==> config.mk <==
export PLATFORM = sky130hd
export DESIGN_NAME = mem_pattern_gen
export DESIGN_NICKNAME = d
export VERILOG_FILES = /design/src/rtl/mpg_pkg.sv /design/src/rtl/mpg_lfsr.sv /design/src/rtl/mpg_word_gen.sv /design/src/rtl/mpg_err_acc.sv /design/src/rtl/mem_pattern_gen.sv
export SDC_FILE = /design/constraint.sdc
export NUM_CORES = 1
export LEC_CHECK = 0
export ABC_AREA = 1
export BUFFER_PORTS_ARGS = -buffer_cell sky130_fd_sc_hd__buf_2
export CORE_AREA = 2 2 125 127
export CTS_BUF_LIST = sky130_fd_sc_hd__clkbuf_8 sky130_fd_sc_hd__clkbuf_16
export CTS_CLUSTER_DIAMETER = 50
export DETAILED_ROUTE_END_ITERATION = 6
export DIE_AREA = 0 0 127 129
export PLACE_DENSITY = 0.86
export RECOVER_POWER = 50
export SLEW_MARGIN = 10
export SYNTH_ARGS = -nofsm -noshare
export SYNTH_HDL_FRONTEND = slang
export SYNTH_SLANG_ARGS = --single-unit
==> constraint.sdc <==
create_clock -name clk_i -period 1.9 [get_ports clk_i]
set_input_delay 0.095 -clock clk_i [delete_from_list [all_inputs] [get_ports clk_i]]
set_output_delay 0.095 -clock clk_i [all_outputs]
set_load 0.01 [all_outputs]
==> src/rtl/mpg_pkg.sv <==
package mpg_pkg;
  typedef enum logic [2:0] {
    PAT_INCR    = 3'd0,
    PAT_PRBS    = 3'd1,
    PAT_WALK1   = 3'd2,
    PAT_WALK0   = 3'd3,
    PAT_SWING   = 3'd4,
    PAT_CHECKER = 3'd5
  } pat_e;
endpackage

==> src/rtl/mpg_lfsr.sv <==
module mpg_lfsr #(
  parameter int unsigned       W    = 32,
  parameter logic [W-1:0]      POLY = 32'h8020_0003
) (
  input  logic [W-1:0] cur_i,
  output logic [W-1:0] nxt_o
);
  // Galois form, right shift
  always_comb begin
    nxt_o = cur_i >> 1;
    if (cur_i[0]) nxt_o = nxt_o ^ POLY;
  end
endmodule

==> src/rtl/mpg_word_gen.sv <==
module mpg_word_gen
  import mpg_pkg::*;
#(
  parameter int unsigned           DATA_W = 32,
  parameter logic [DATA_W-1:0]     SEED   = 1,
  parameter logic [DATA_W-1:0]     POLY   = 32'h8020_0003
) (
  input  logic              clk_i,
  input  logic              rst_ni,
  input  logic              start_i,
  input  logic [2:0]        sel_i,
  input  logic              adv_i,
  output logic [DATA_W-1:0] word_o
);
  localparam logic [DATA_W-1:0] ONES = {DATA_W{1'b1}};
  localparam logic [DATA_W-1:0] ALT  = {(DATA_W/2){2'b01}};

  pat_e              mode_q, mode_d;
  logic [DATA_W-1:0] state_q, state_d, first_w, step_w, lfsr_nxt;

  mpg_lfsr #(.W(DATA_W), .POLY(POLY)) i_lfsr (.cur_i(state_q), .nxt_o(lfsr_nxt));

  always_comb mode_d = (sel_i > 3'd5) ? PAT_INCR : pat_e'(sel_i);

  always_comb begin
    case (mode_d)
      PAT_PRBS:    first_w = SEED;
      PAT_WALK1:   first_w = {{(DATA_W-1){1'b0}}, 1'b1};
      PAT_WALK0:   first_w = ~{{(DATA_W-1){1'b0}}, 1'b1};
      PAT_SWING:   first_w = ONES;
      PAT_CHECKER: first_w = ALT;
      default:     first_w = '0;
    endcase
  end

  always_comb begin
    case (mode_q)
      PAT_PRBS:                step_w = lfsr_nxt;
      PAT_WALK1, PAT_WALK0:    step_w = {state_q[DATA_W-2:0], state_q[DATA_W-1]};
      PAT_SWING, PAT_CHECKER:  step_w = ~state_q;
      default:                 step_w = state_q + 1'b1;
    endcase
  end

  always_comb begin
    state_d = state_q;
    if (start_i)    state_d = first_w;
    else if (adv_i) state_d = step_w;
  end

  always_ff @(posedge clk_i or negedge rst_ni) begin
    if (!rst_ni) begin
      mode_q  <= PAT_INCR;
      state_q <= '0;
    end else begin
      if (start_i) mode_q <= mode_d;
      state_q <= state_d;
    end
  end

  assign word_o = state_q;

  AST_PRBS_NONZERO: assert property (@(posedge clk_i) disable iff (!rst_ni)
    (mode_q == PAT_PRBS) |-> (state_q != '0));
  AST_WALK1_ONEHOT: assert property (@(posedge clk_i) disable iff (!rst_ni)
    (mode_q == PAT_WALK1) |-> ($countones(state_q) == 1));
  AST_WALK0_ONECOLD: assert property (@(posedge clk_i) disable iff (!rst_ni)
    (mode_q == PAT_WALK0) |-> ($countones(~state_q) == 1));
  AST_SWING_TOGGLE: assert property (@(posedge clk_i) disable iff (!rst_ni)
    (mode_q == PAT_SWING && adv_i && !start_i) |=> (state_q == ~$past(state_q)));
  AST_HOLD_NO_ADV: assert property (@(posedge clk_i) disable iff (!rst_ni)
    (!adv_i && !start_i) |=> $stable(state_q));
endmodule

==> src/rtl/mpg_err_acc.sv <==
module mpg_err_acc #(
  parameter int unsigned DATA_W = 32,
  parameter int unsigned IDX_W  = 16,
  parameter int unsigned CNT_W  = 16
) (
  input  logic              clk_i,
  input  logic              rst_ni,
  input  logic              start_i,
  input  logic              adv_i,
  input  logic              cmp_i,
  input  logic [DATA_W-1:0] exp_i,
  input  logic [DATA_W-1:0] rd_i,
  output logic              miscmp_o,
  output logic [CNT_W-1:0]  cnt_o,
  output logic [DATA_W-1:0] mask_o,
  output logic [IDX_W-1:0]  first_o
);
  localparam logic [CNT_W-1:0] CNT_MAX = {CNT_W{1'b1}};

  logic [DATA_W-1:0] diff;
  logic              bad;
  logic [IDX_W-1:0]  idx_q, first_q;
  logic [CNT_W-1:0]  cnt_q;
  logic              mis_q;

  assign diff = exp_i ^ rd_i;
  assign bad  = cmp_i && (diff != '0);

  // per-bit sticky fail flags
  for (genvar b = 0; b < DATA_W; b++) begin : g_mask
    logic bit_q;
    always_ff @(posedge clk_i or negedge rst_ni) begin
      if (!rst_ni)                  bit_q <= 1'b0;
      else if (start_i)             bit_q <= 1'b0;
      else if (cmp_i && diff[b])    bit_q <= 1'b1;
    end
    assign mask_o[b] = bit_q;
  end

  always_ff @(posedge clk_i or negedge rst_ni) begin
    if (!rst_ni) begin
      idx_q   <= '0;
      first_q <= '0;
      cnt_q   <= '0;
      mis_q   <= 1'b0;
    end else if (start_i) begin
      idx_q   <= '0;
      first_q <= '0;
      cnt_q   <= '0;
      mis_q   <= 1'b0;
    end else begin
      mis_q <= bad;
      if (adv_i) idx_q <= idx_q + 1'b1;
      if (bad) begin
        if (cnt_q == '0)     first_q <= idx_q;
        if (cnt_q != CNT_MAX) cnt_q  <= cnt_q + 1'b1;
      end
    end
  end

  assign miscmp_o = mis_q;
  assign cnt_o    = cnt_q;
  assign first_o  = first_q;

  AST_START_CLEARS: assert property (@(posedge clk_i) disable iff (!rst_ni)
    start_i |=> (cnt_q == '0 && idx_q == '0 && mask_o == '0 && !mis_q));
  AST_NO_CMP_NO_FLAG: assert property (@(posedge clk_i) disable iff (!rst_ni)
    !cmp_i |=> !mis_q);
  AST_MASK_STICKY: assert property (@(posedge clk_i) disable iff (!rst_ni)
    !start_i |=> ((mask_o & $past(mask_o)) == $past(mask_o)));
  AST_CNT_SATURATES: assert property (@(posedge clk_i) disable iff (!rst_ni)
    (cnt_q == CNT_MAX && !start_i) |=> (cnt_q == CNT_MAX));
  AST_FIRST_HELD: assert property (@(posedge clk_i) disable iff (!rst_ni)
    (cnt_q != '0 && !start_i) |=> $stable(first_q));
endmodule

==> src/rtl/mem_pattern_gen.sv <==
module mem_pattern_gen #(
  parameter int unsigned DATA_W = 32,
  parameter int unsigned IDX_W  = 16,
  parameter int unsigned CNT_W  = 16
) (
  input  logic              clk_i,
  input  logic              rst_ni,
  input  logic              start_i,
  input  logic [2:0]        sel_i,
  input  logic              adv_i,
  input  logic              cmp_i,
  input  logic [DATA_W-1:0] rd_data_i,
  output logic [DATA_W-1:0] exp_o,
  output logic              miscmp_o,
  output logic [CNT_W-1:0]  err_cnt_o,
  output logic [DATA_W-1:0] fail_mask_o,
  output logic [IDX_W-1:0]  first_fail_idx_o
);
  localparam logic [DATA_W-1:0] SEED = 1;
  localparam logic [DATA_W-1:0] POLY = 32'h8020_0003;

  logic [DATA_W-1:0] word;

  mpg_word_gen #(.DATA_W(DATA_W), .SEED(SEED), .POLY(POLY)) i_gen (
    .clk_i(clk_i), .rst_ni(rst_ni), .start_i(start_i), .sel_i(sel_i),
    .adv_i(adv_i), .word_o(word)
  );

  mpg_err_acc #(.DATA_W(DATA_W), .IDX_W(IDX_W), .CNT_W(CNT_W)) i_acc (
    .clk_i(clk_i), .rst_ni(rst_ni), .start_i(start_i), .adv_i(adv_i),
    .cmp_i(cmp_i), .exp_i(word), .rd_i(rd_data_i), .miscmp_o(miscmp_o),
    .cnt_o(err_cnt_o), .mask_o(fail_mask_o), .first_o(first_fail_idx_o)
  );

  assign exp_o = word;
endmodule

---- Word-level counts from Yosys, hierarchy flattened ----
Index checks and enable logic that the tools add are counted.
operators by class
  add/subtract/negate cells ............... 3
  $lt $le $gt $ge ......................... 1
  equal/unequal tests ..................... 11
  multiplexer cells ....................... 79
  bitwise gates (word level) .............. 3
  reductions and logical operators ........ 76
operator list
  operator                                             number
  2-to-1 mux 16 bit                                    8
  one-hot mux 32 bit (4 select lines)                  1
  2-to-1 mux 32 bit                                    3
  one-hot mux 32 bit (3 select lines)                  1
  nonzero test 2 bit                                   36
  2-to-1 mux 1 bit                                     65
  logical AND 1 bit                                    33
  adder 16 x 1 -> 16 bit, second input constant        2
  adder 32 x 1 -> 32 bit, second input constant        1
  inverter 32 bit                                      1
  nonzero test 32 bit                                  1
  XOR 32 bit                                           1
  zero test 16 bit                                     1
  inequality test 16 bit, second input constant        1
  equality test 3 x 2 -> 1 bit, second input constant  4
  equality test 3 bit, second input constant           4
  equality test 3 x 1 -> 1 bit, second input constant  2
  OR reduction 2 bit                                   3
  inverter 3 -> 4 bit                                  1
  AND reduction 2 bit                                  2
  > comparator 3 bit, second input constant            1
  2-to-1 mux 3 bit                                     1
word-level totals
  bits in registers ....................... 116
  input port bits ......................... 40
  output and inout bits ................... 97

---- Depth between registers and ports, before layout ----
Gate-level depths: netlist of run 1.
  depth after elaboration ................. 6
  depth in mapped cells ................... 14
  mapped depth without buffers ............ 12

---- Cells and area by module ----
A second synthesis of run 1 with hierarchy kept.
second synthesis, totals
  cells, all modules ...................... 1243
  area, all modules ....................... 8358.0 sq um
by module, submodules not included
  module        times used  cells each  area each (sq um)  sequential area each (sq um)
  mpg_err_acc   1           663         4739.5             2026.9
  mpg_word_gen  1           538         3352.0             875.8
  mpg_lfsr      1           42          266.5              0.0

---- Worst setup path after synthesis of run 1 ----
No wires, ideal clock.
  path type ............................... reg2reg
  from .................................... reg i_acc.cnt_q[0], in the netlist i_acc.cnt_o[0]
  to ...................................... reg i_acc.cnt_q[6], in the netlist i_acc.cnt_o[6]
  setup time .............................. 0.117 ns
  arrival time ............................ 1.614 ns
  data required time ...................... 1.783 ns
  path slack .............................. 0.169 ns
  stages on the path, launching flop included .. 12
  path buffers ............................ 1
  clock period less this slack ............ 1.731 ns
  path through ............................ dfrtp_1 ha_1 nand2_2 nor2_4 inv_2 nor3_2 nand4_1 nand3_4 nand2_4 buf_6 nand2_1 nand2_1
on the way
  word-level cells in the longest chain between the ends .. 4
RTL lines
  what                    line               text
  from (decl)             mpg_err_acc.sv:23  logic [CNT_W-1:0] cnt_q;
  from (signal assigned)  mpg_err_acc.sv:56  if (cnt_q != CNT_MAX) cnt_q <= cnt_q + 1'b1;
  adder 16 x 1 -> 16 bit  mpg_err_acc.sv:56
  2-to-1 mux 16 bit       mpg_err_acc.sv:56
  2-to-1 mux 16 bit       mpg_err_acc.sv:54  if (bad) begin
  2-to-1 mux 16 bit       mpg_err_acc.sv:46  end else if (start_i) begin
Parallel ways exist; a longest one is shown, timed or not. The select of a mux whose other input is x is not followed.
A chain may end at the register's enable or synchronous reset.

---- Worst setup path after layout of run 1 ----
  from .................................... reg i_gen.state_q[1], in the netlist i_gen.word_o[1]
  to ...................................... reg i_gen.state_q[22], in the netlist i_gen.word_o[22]
on the way
  word-level cells in the longest chain between the ends .. 4
RTL lines
  what                                 line                text
  from (decl)                          mpg_word_gen.sv:19  logic [DATA_W-1:0] state_q, state_d, first_w, step_w, lfsr_nxt;
  from (signal assigned)               mpg_word_gen.sv:57  state_q <= state_d;
  adder 32 x 1 -> 32 bit               mpg_word_gen.sv:41  default: step_w = state_q + 1'b1;
  one-hot mux 32 bit (3 select lines)  mpg_word_gen.sv:37  case (mode_q)
  2-to-1 mux 32 bit                    mpg_word_gen.sv:48  else if (adv_i) state_d = step_w;
  2-to-1 mux 32 bit                    mpg_word_gen.sv:47  if (start_i) state_d = first_w;
Every way passes these cells. The select of a mux whose other input is x is not followed.

==> impl_metrics.yaml, run 1 <==
sta:
  worst_slack_ns: 0.0514
  finalSetupViolCount: 0
  tns_ns: 0
  min_period_ns: 1.85
  drv_slew: 0
  max_freq_mhz: 541
  fin_skew_ns: 0.00909
  grt_setup_unrepaired: "true"
  maxSlewHeadroom_pct: 28.2
  hold_viol_final: 0
  post-route-period-util_pct: 97.3
  worst_pin_slew_ns: 1.08
route:
  routed_wl_um: 23700
  wl_per_cell_um: 15.9
  ant_nets: 0
  vias: 8229
  vias_per_cell: 5.52
  firstDrtPassIters: 5
  drc_errors: 0
  drt_iter0_markers: 636
clock_network:
  insertion_delay_ns: 0.43
  clkSinkCount: 116
  clk_pin_slew_ns: 0.06
  clockRootBuffer: "clkbuf_16"
  cts_buffers: 17
  h-tree-depth: 4
  cts_tree: "yes"
  cts_buffer_depth: 2
worst_hold_path:
  min_path_type: "in2reg"
setup_path:
  crit_top_cell: "nand2_1"
  cp_slowest_stage_delay_ns: 0.41
  cp_max_fo: 7
  cp-start-kind: "register"
  cp_top_family: "simple AND/OR/NAND/NOR gates"
  path_cells: "ha_1 -> nand2_1 -> nor2_4 -> nand2_2 -> nor2_1 -> buf_4 -> nand2_1 -> nand2_1 -> nand3_1 -> nand2_1 -> nand2_1 -> a21oi_1"
  criticalPathCategory: "reg2reg"
  required_ns: 2.25
  crit_buf_inv: 1
  cp_slowest_cell: "dfrtp_2"
  end_kind: "register"
  arrival_ns: 2.20
finish:
  layoutNonFillerInstCount: 1492
  areaGrowthSynthToFinish_pct: 20.3
  drive_above_1_share_pct: 19.5
  nets: 1334
floorplan:
  die_h_um: 129
  die_w_um: 127
  io_pins: 137
  fp.dieArea_mm2: 0.0164
  row_count: 45
  start_util_pct: 52.3
  coreArea_mm2: 0.0150
logic_synthesis:
  synthCells: 1149
  synthFlopType: "dfrtp_1"
  ys_types: 36
  synthArstFlopShare_pct: 100
  syn-num-nets: 1193
  synth_edf_count: 0
  synth-seq-area-share_pct: 37.0
  netlist_area_mm2: 0.00784
  ys_ff_latch: 116
  synth_area_per_cell_um2: 6.82
  yosysWarnings: 0
placement:
  placed_cells: 1443
  place_hpwl_um: 16600
  portBuffers: 136
  dp_slack_ns: -0.0629
  gp_congestion: 0.993
global_route:
  grt_pass1_vias: 7495
  grt_usage_pct: 29.1
  grt_max_degree: 117
  grt_antenna_before_repair: 1
  grt-ovfl-total: 0
  grt_pass1_wl_um: 37700
power_and_ir_drop:
  leakagePower_nw: 4.75
  peakVddDrop_v: 0.000635
  p_total_mw: 8.71
  power_density_mw_per_mm2: 923
status:
  status: "completed"
job:
  drv_cap: 0
## synth_stat cells, types with 3 or more instances
master	n	share of area, %
nand3_1	93	5.9
o21ai_0	31	2.0
o22ai_1	30	2.4
nand4_1	11	0.88
xor2_1	10	1.1
inv_1	93	4.5
nor3_1	19	1.2
nand2_4	3	0.43
a21oi_1	64	4.1
a22oi_1	13	1.2
o21a_1	33	3.2
nand2_1	339	16
o21ai_1	3	0.19
ha_1	4	0.64
buf_4	34	3.3
clkbuf_1	22	1.1
buf_2	9	0.57
inv_2	13	0.62
buf_6	16	2.3
dfrtp_1	116	37
nor2_4	5	0.72
nand2_2	5	0.40
xnor2_1	5	0.56
buf_1	6	0.29
nor2_1	155	7.4
nor2_2	4	0.32
## per-stage QoR
stage,hold WS [ns],utilization (%),area (um2)
3_3_place_gp,0.237,57.8,8650
5_1_grt,0.0591,63.0,9430
4_1_cts,0.00665,62.4,9340
6_report,0.0224,63.0,9430
3_5_place_dp,0.241,57.8,8650
2_1_floorplan,-0.201,-,7840
## where the power goes
group          internal [mW]  switching [mW]
Combinational          0.877            1.43
Sequential              2.70           0.255
Clock                   2.25            1.20
Total                   5.83            2.88
## path summary, 6_finish.rpt
| path | startpoint | end | slack [ns] | cells past startpoint |
|---|---|---|---|---|
| worst max-delay path | i_gen.word_o[1]$_DFFE_PN0P_ | i_gen.word_o[22]$_DFFE_PN0P_ | 0.05 | 12 |
| worst min-delay path | sel_i[0] | i_gen.mode_q[0]$_DFFE_PN0P_ | 0.02 | 3 |
| min in group asynchronous | rst_ni | i_acc.g_mask[4].bit_q$_DFFE_PN0P_ | 0.53 | 3 |
| worst min register to register | i_acc.g_mask[13].bit_q$_DFFE_PN0P_ | i_acc.g_mask[13].bit_q$_DFFE_PN0P_ | 0.49 | 1 |
| worst max register to register | i_gen.word_o[1]$_DFFE_PN0P_ | i_gen.word_o[22]$_DFFE_PN0P_ | 0.05 | 12 |
| max in group asynchronous | rst_ni | i_gen.word_o[31]$_DFFE_PN0P_ | 0.60 | 3 |
## timing repair
| item | 4_1_cts | 5_1_grt |
|---|---|---|
| buffers inserted | 0 | 11 |
| hold buffers | 5 | 0 |
| gates resized for setup | 2 | 30 |
| endpoints found under the setup margin | 4 | 51 |
| pin swaps | 1 | 5 |
| gates cloned | 0 | 0 |
| endpoints found under the hold margin | 119 | 0 |
## metal layers
metal  track usage [%]  vias up  part of all wire (%)
met5                 0        -                     0
met4              11.1        0                   2.5
met3              5.99       53                   8.6
met2              48.6      384                    48
met1              37.4     3822                    41
li1                  -     3970                     -
## worst min-delay path: cells and delay by family
family | cells | cell delay [ns]
AOI/OAI and AO/OA | 2 | 0.18
buffers and inverters | 1 | 0.12
## flip-flops by register name (all words and copies together), names as in the netlist
signal,count
i_gen.word_o,32
i_acc.miscmp_o,1
i_gen.mode_q,3
i_acc.g_mask.bit_q,32
i_acc.first_o,16
i_acc.idx_q,16
i_acc.cnt_o,16
## cell type report
| class | instances | area (um2) |
|---|---|---|
| clock buffer | 19 | 453 |
| fill | 1395 | 5540 |
| sequential | 116 | 2920 |
| multi-input combinational | 840 | 4010 |
| antenna | 1 | 2.50 |
| timing repair buffer | 209 | 1230 |
| clock inverter | 13 | 181 |
| tap | 188 | 235 |
| inverter | 106 | 399 |
## logic make-up after synthesis
family	count (synthesis)	share of synthesized area, %
adder cells (fa/ha/maj)	4	0.638
buffers and inverters	193	12.5
AO/OA/AOI/OAI	179	13.5
flip-flops	116	37.0
XOR/XNOR	15	1.68
AND/OR/NAND/NOR	642	34.6
## layout by cell type (no fill, tap or decap), drive strengths merged, types with 10 or more instances in the layout
master and instances:
a21oi 64, a22oi 13, buf 159, clkbuf 64, dfrtp 116, inv 105, nand2 347, nand3 95
nand4 11, nor2 164, nor3 20, o21a 33, o21ai 34, o22ai 30, xor2 10
No activity file was read; power rests on OpenSTA's default activity.
==> run 2, diff against run 1 <==
--- a/config.mk
+++ b/config.mk
@@ -13,7 +13,6 @@
 export DETAILED_ROUTE_END_ITERATION = 6
 export DIE_AREA = 0 0 127 129
 export PLACE_DENSITY = 0.86
-export RECOVER_POWER = 50
 export SLEW_MARGIN = 10
 export SYNTH_ARGS = -nofsm -noshare
 export SYNTH_HDL_FRONTEND = slang
==> impl_metrics.yaml, run 2 (synthesis gave the netlist of run 1 again) <==
power_and_ir_drop:
  power_density_mw_per_mm2: 919
  peakVddDrop_v: 0.000632
  leakagePower_nw: 4.93
  p_total_mw: 8.73
placement:
  gp_congestion: 0.993
  portBuffers: 136
  dp_slack_ns: -0.0629
  place_hpwl_um: 16600
  placed_area_mm2: 0.00865
setup_path:
  cp_max_fo: 7
  reg2reg_depth: 12
  r2r-start: "i_gen.word_o[1]$_DFFE_PN0P_"
  ff2ff_setup_slack_ns: 0.06
  required_ns: 2.24
  cp-start-kind: "register"
  arrival_ns: 2.18
  r2r_end: "i_gen.word_o[30]$_DFFE_PN0P_"
  end_kind: "register"
  criticalPathCategory: "reg2reg"
floorplan:
  io_pins: 137
  die_h_um: 129
  die_w_um: 127
  fp.dieArea_mm2: 0.0164
  row_count: 45
  coreArea_mm2: 0.0150
  start_util_pct: 52.3
global_route:
  grt_pass1_vias: 7495
  grt_antenna_before_repair: 1
  grt_usage_pct: 29.1
  grt_pass1_wl_um: 37700
  grt_max_degree: 117
  grt-ovfl-total: 0
sta:
  maxSlewHeadroom_pct: 43.2
  max_freq_mhz: 544
  finalSetupViolCount: 0
  fin_skew_ns: 0.00965
  grt_setup_unrepaired: "true"
  drv_slew: 0
  min_period_ns: 1.84
  worst_pin_slew_ns: 0.851
  hold_viol_final: 0
  worst_slack_ns: 0.0619
  post-route-period-util_pct: 96.7
finish:
  finalInstanceArea_mm2: 0.00950
  final_util_pct: 63.4
  mostFrequentLayoutCells: "nand2_1 (332), nor2_1 (152), buf_2 (135)"
  areaGrowthSynthToFinish_pct: 21.1
  nets: 1334
  layout_commonest_cell: "nand2_1"
  drive_above_1_share_pct: 22.9
  fillers: 1360
worst_hold_path:
  min_path_type: "in2reg"
  hp-start: "sel_i[0]"
  hold_depth: 3
  hold_end: "i_gen.mode_q[0]$_DFFE_PN0P_"
clock_network:
  clkSinkCount: 116
  h-tree-depth: 4
  insertion_delay_ns: 0.42
  cts_buffers: 17
  cts_buffer_depth: 2
  clk_pin_slew_ns: 0.06
  clockRootBuffer: "clkbuf_16"
  cts_tree: "yes"
status:
  status: "completed"
route:
  ant_nets: 0
  wl_per_cell_um: 15.9
  vias: 8241
  drc_errors: 0
  routed_wl_um: 23700
  firstDrtPassIters: 5
  vias_per_cell: 5.52
  drt_iter0_markers: 607
job:
  drv_cap: 0
## run 2: cell types whose count changed in the layout (fill, tap and decap cells not counted), sizes merged
cell and change:
buf +45, clkbuf -45
## run 2: what timing repair did
action | in CTS | in global routing
endpoints found under the setup margin | 4 | 51
pin swaps | 1 | 5
hold buffers | 5 | 0
hold endpoints to repair | 119 | 0
buffers inserted | 0 | 11
resized for setup | 2 | 30
## run 2: how the worst max path moves through the flow
stage	from	endpoint	slack, ns	depth (start not counted)
detailed placement	i_gen.word_o[0]$_DFFE_PN0P_	i_gen.word_o[28]$_DFFE_PN0P_	-0.06	11
global placement	i_gen.word_o[0]$_DFFE_PN0P_	i_gen.word_o[28]$_DFFE_PN0P_	-0.01	11
CTS	i_gen.word_o[2]$_DFFE_PN0P_	i_gen.word_o[27]$_DFFE_PN0P_	0.02	10
finish	i_gen.word_o[1]$_DFFE_PN0P_	i_gen.word_o[30]$_DFFE_PN0P_	0.06	12
global route	i_gen.word_o[1]$_DFFE_PN0P_	i_gen.word_o[30]$_DFFE_PN0P_	-0.05	12
floorplan	i_acc.cnt_o[0]$_DFFE_PN0P_	i_acc.cnt_o[6]$_DFFE_PN0P_	0.17	11
## run 2: layout make-up
type                    instances  area (um2)  share of cell area, %
well taps                     188         235                   2.48
multi-input cells             840        4010                   42.2
flip-flops and latches        116        2920                   30.7
diodes                          1        2.50                 0.0264
inverters                     106         399                   4.20
clock buffers                  19         453                   4.77
clock inverters                13         181                   1.91
repair buffers                209        1300                   13.7
## run 2: stage by stage
step / hold WS [ns] / cells / TNS (ns)
6_report: 0.0265 / 1492 / 0
5_1_grt: 0.0591 / 1491 / -0.250
4_1_cts: 0.00665 / 1480 / 0
3_5_place_dp: 0.241 / 1443 / -0.0865
3_3_place_gp: 0.237 / 1443 / -0.0100
2_1_floorplan: -0.201 / 1149 / 0
## run 2: worst max-delay path, cell delays in order, from the launching register on
cell     delay [ns]
dfrtp_2        0.41
ha_1           0.20
nand2_1        0.11
nor2_4         0.24
nand2_2        0.11
nor2_1         0.13
buf_4          0.15
nand2_1        0.05
nand2_1        0.06
nand3_1        0.06
nand2_1        0.06
nand2_1        0.04
a21oi_1        0.13
## run 2: power by group
part	leakage [nW]	switching, mW	total (mW)	internal, mW
registers	1.51	0.253	2.95	2.70
logic	3.12	1.43	2.33	0.898
clock network	0.297	1.20	3.45	2.25
## run 2: layer usage
layer / share of wire (%) / global-route usage [%] / vias to the layer above
met4: 2.5 / 11.1 / 0
li1: - / - / 3974
met2: 48 / 48.6 / 385
met5: 0 / 0 / -
met3: 8.4 / 5.99 / 52
met1: 41 / 37.4 / 3830
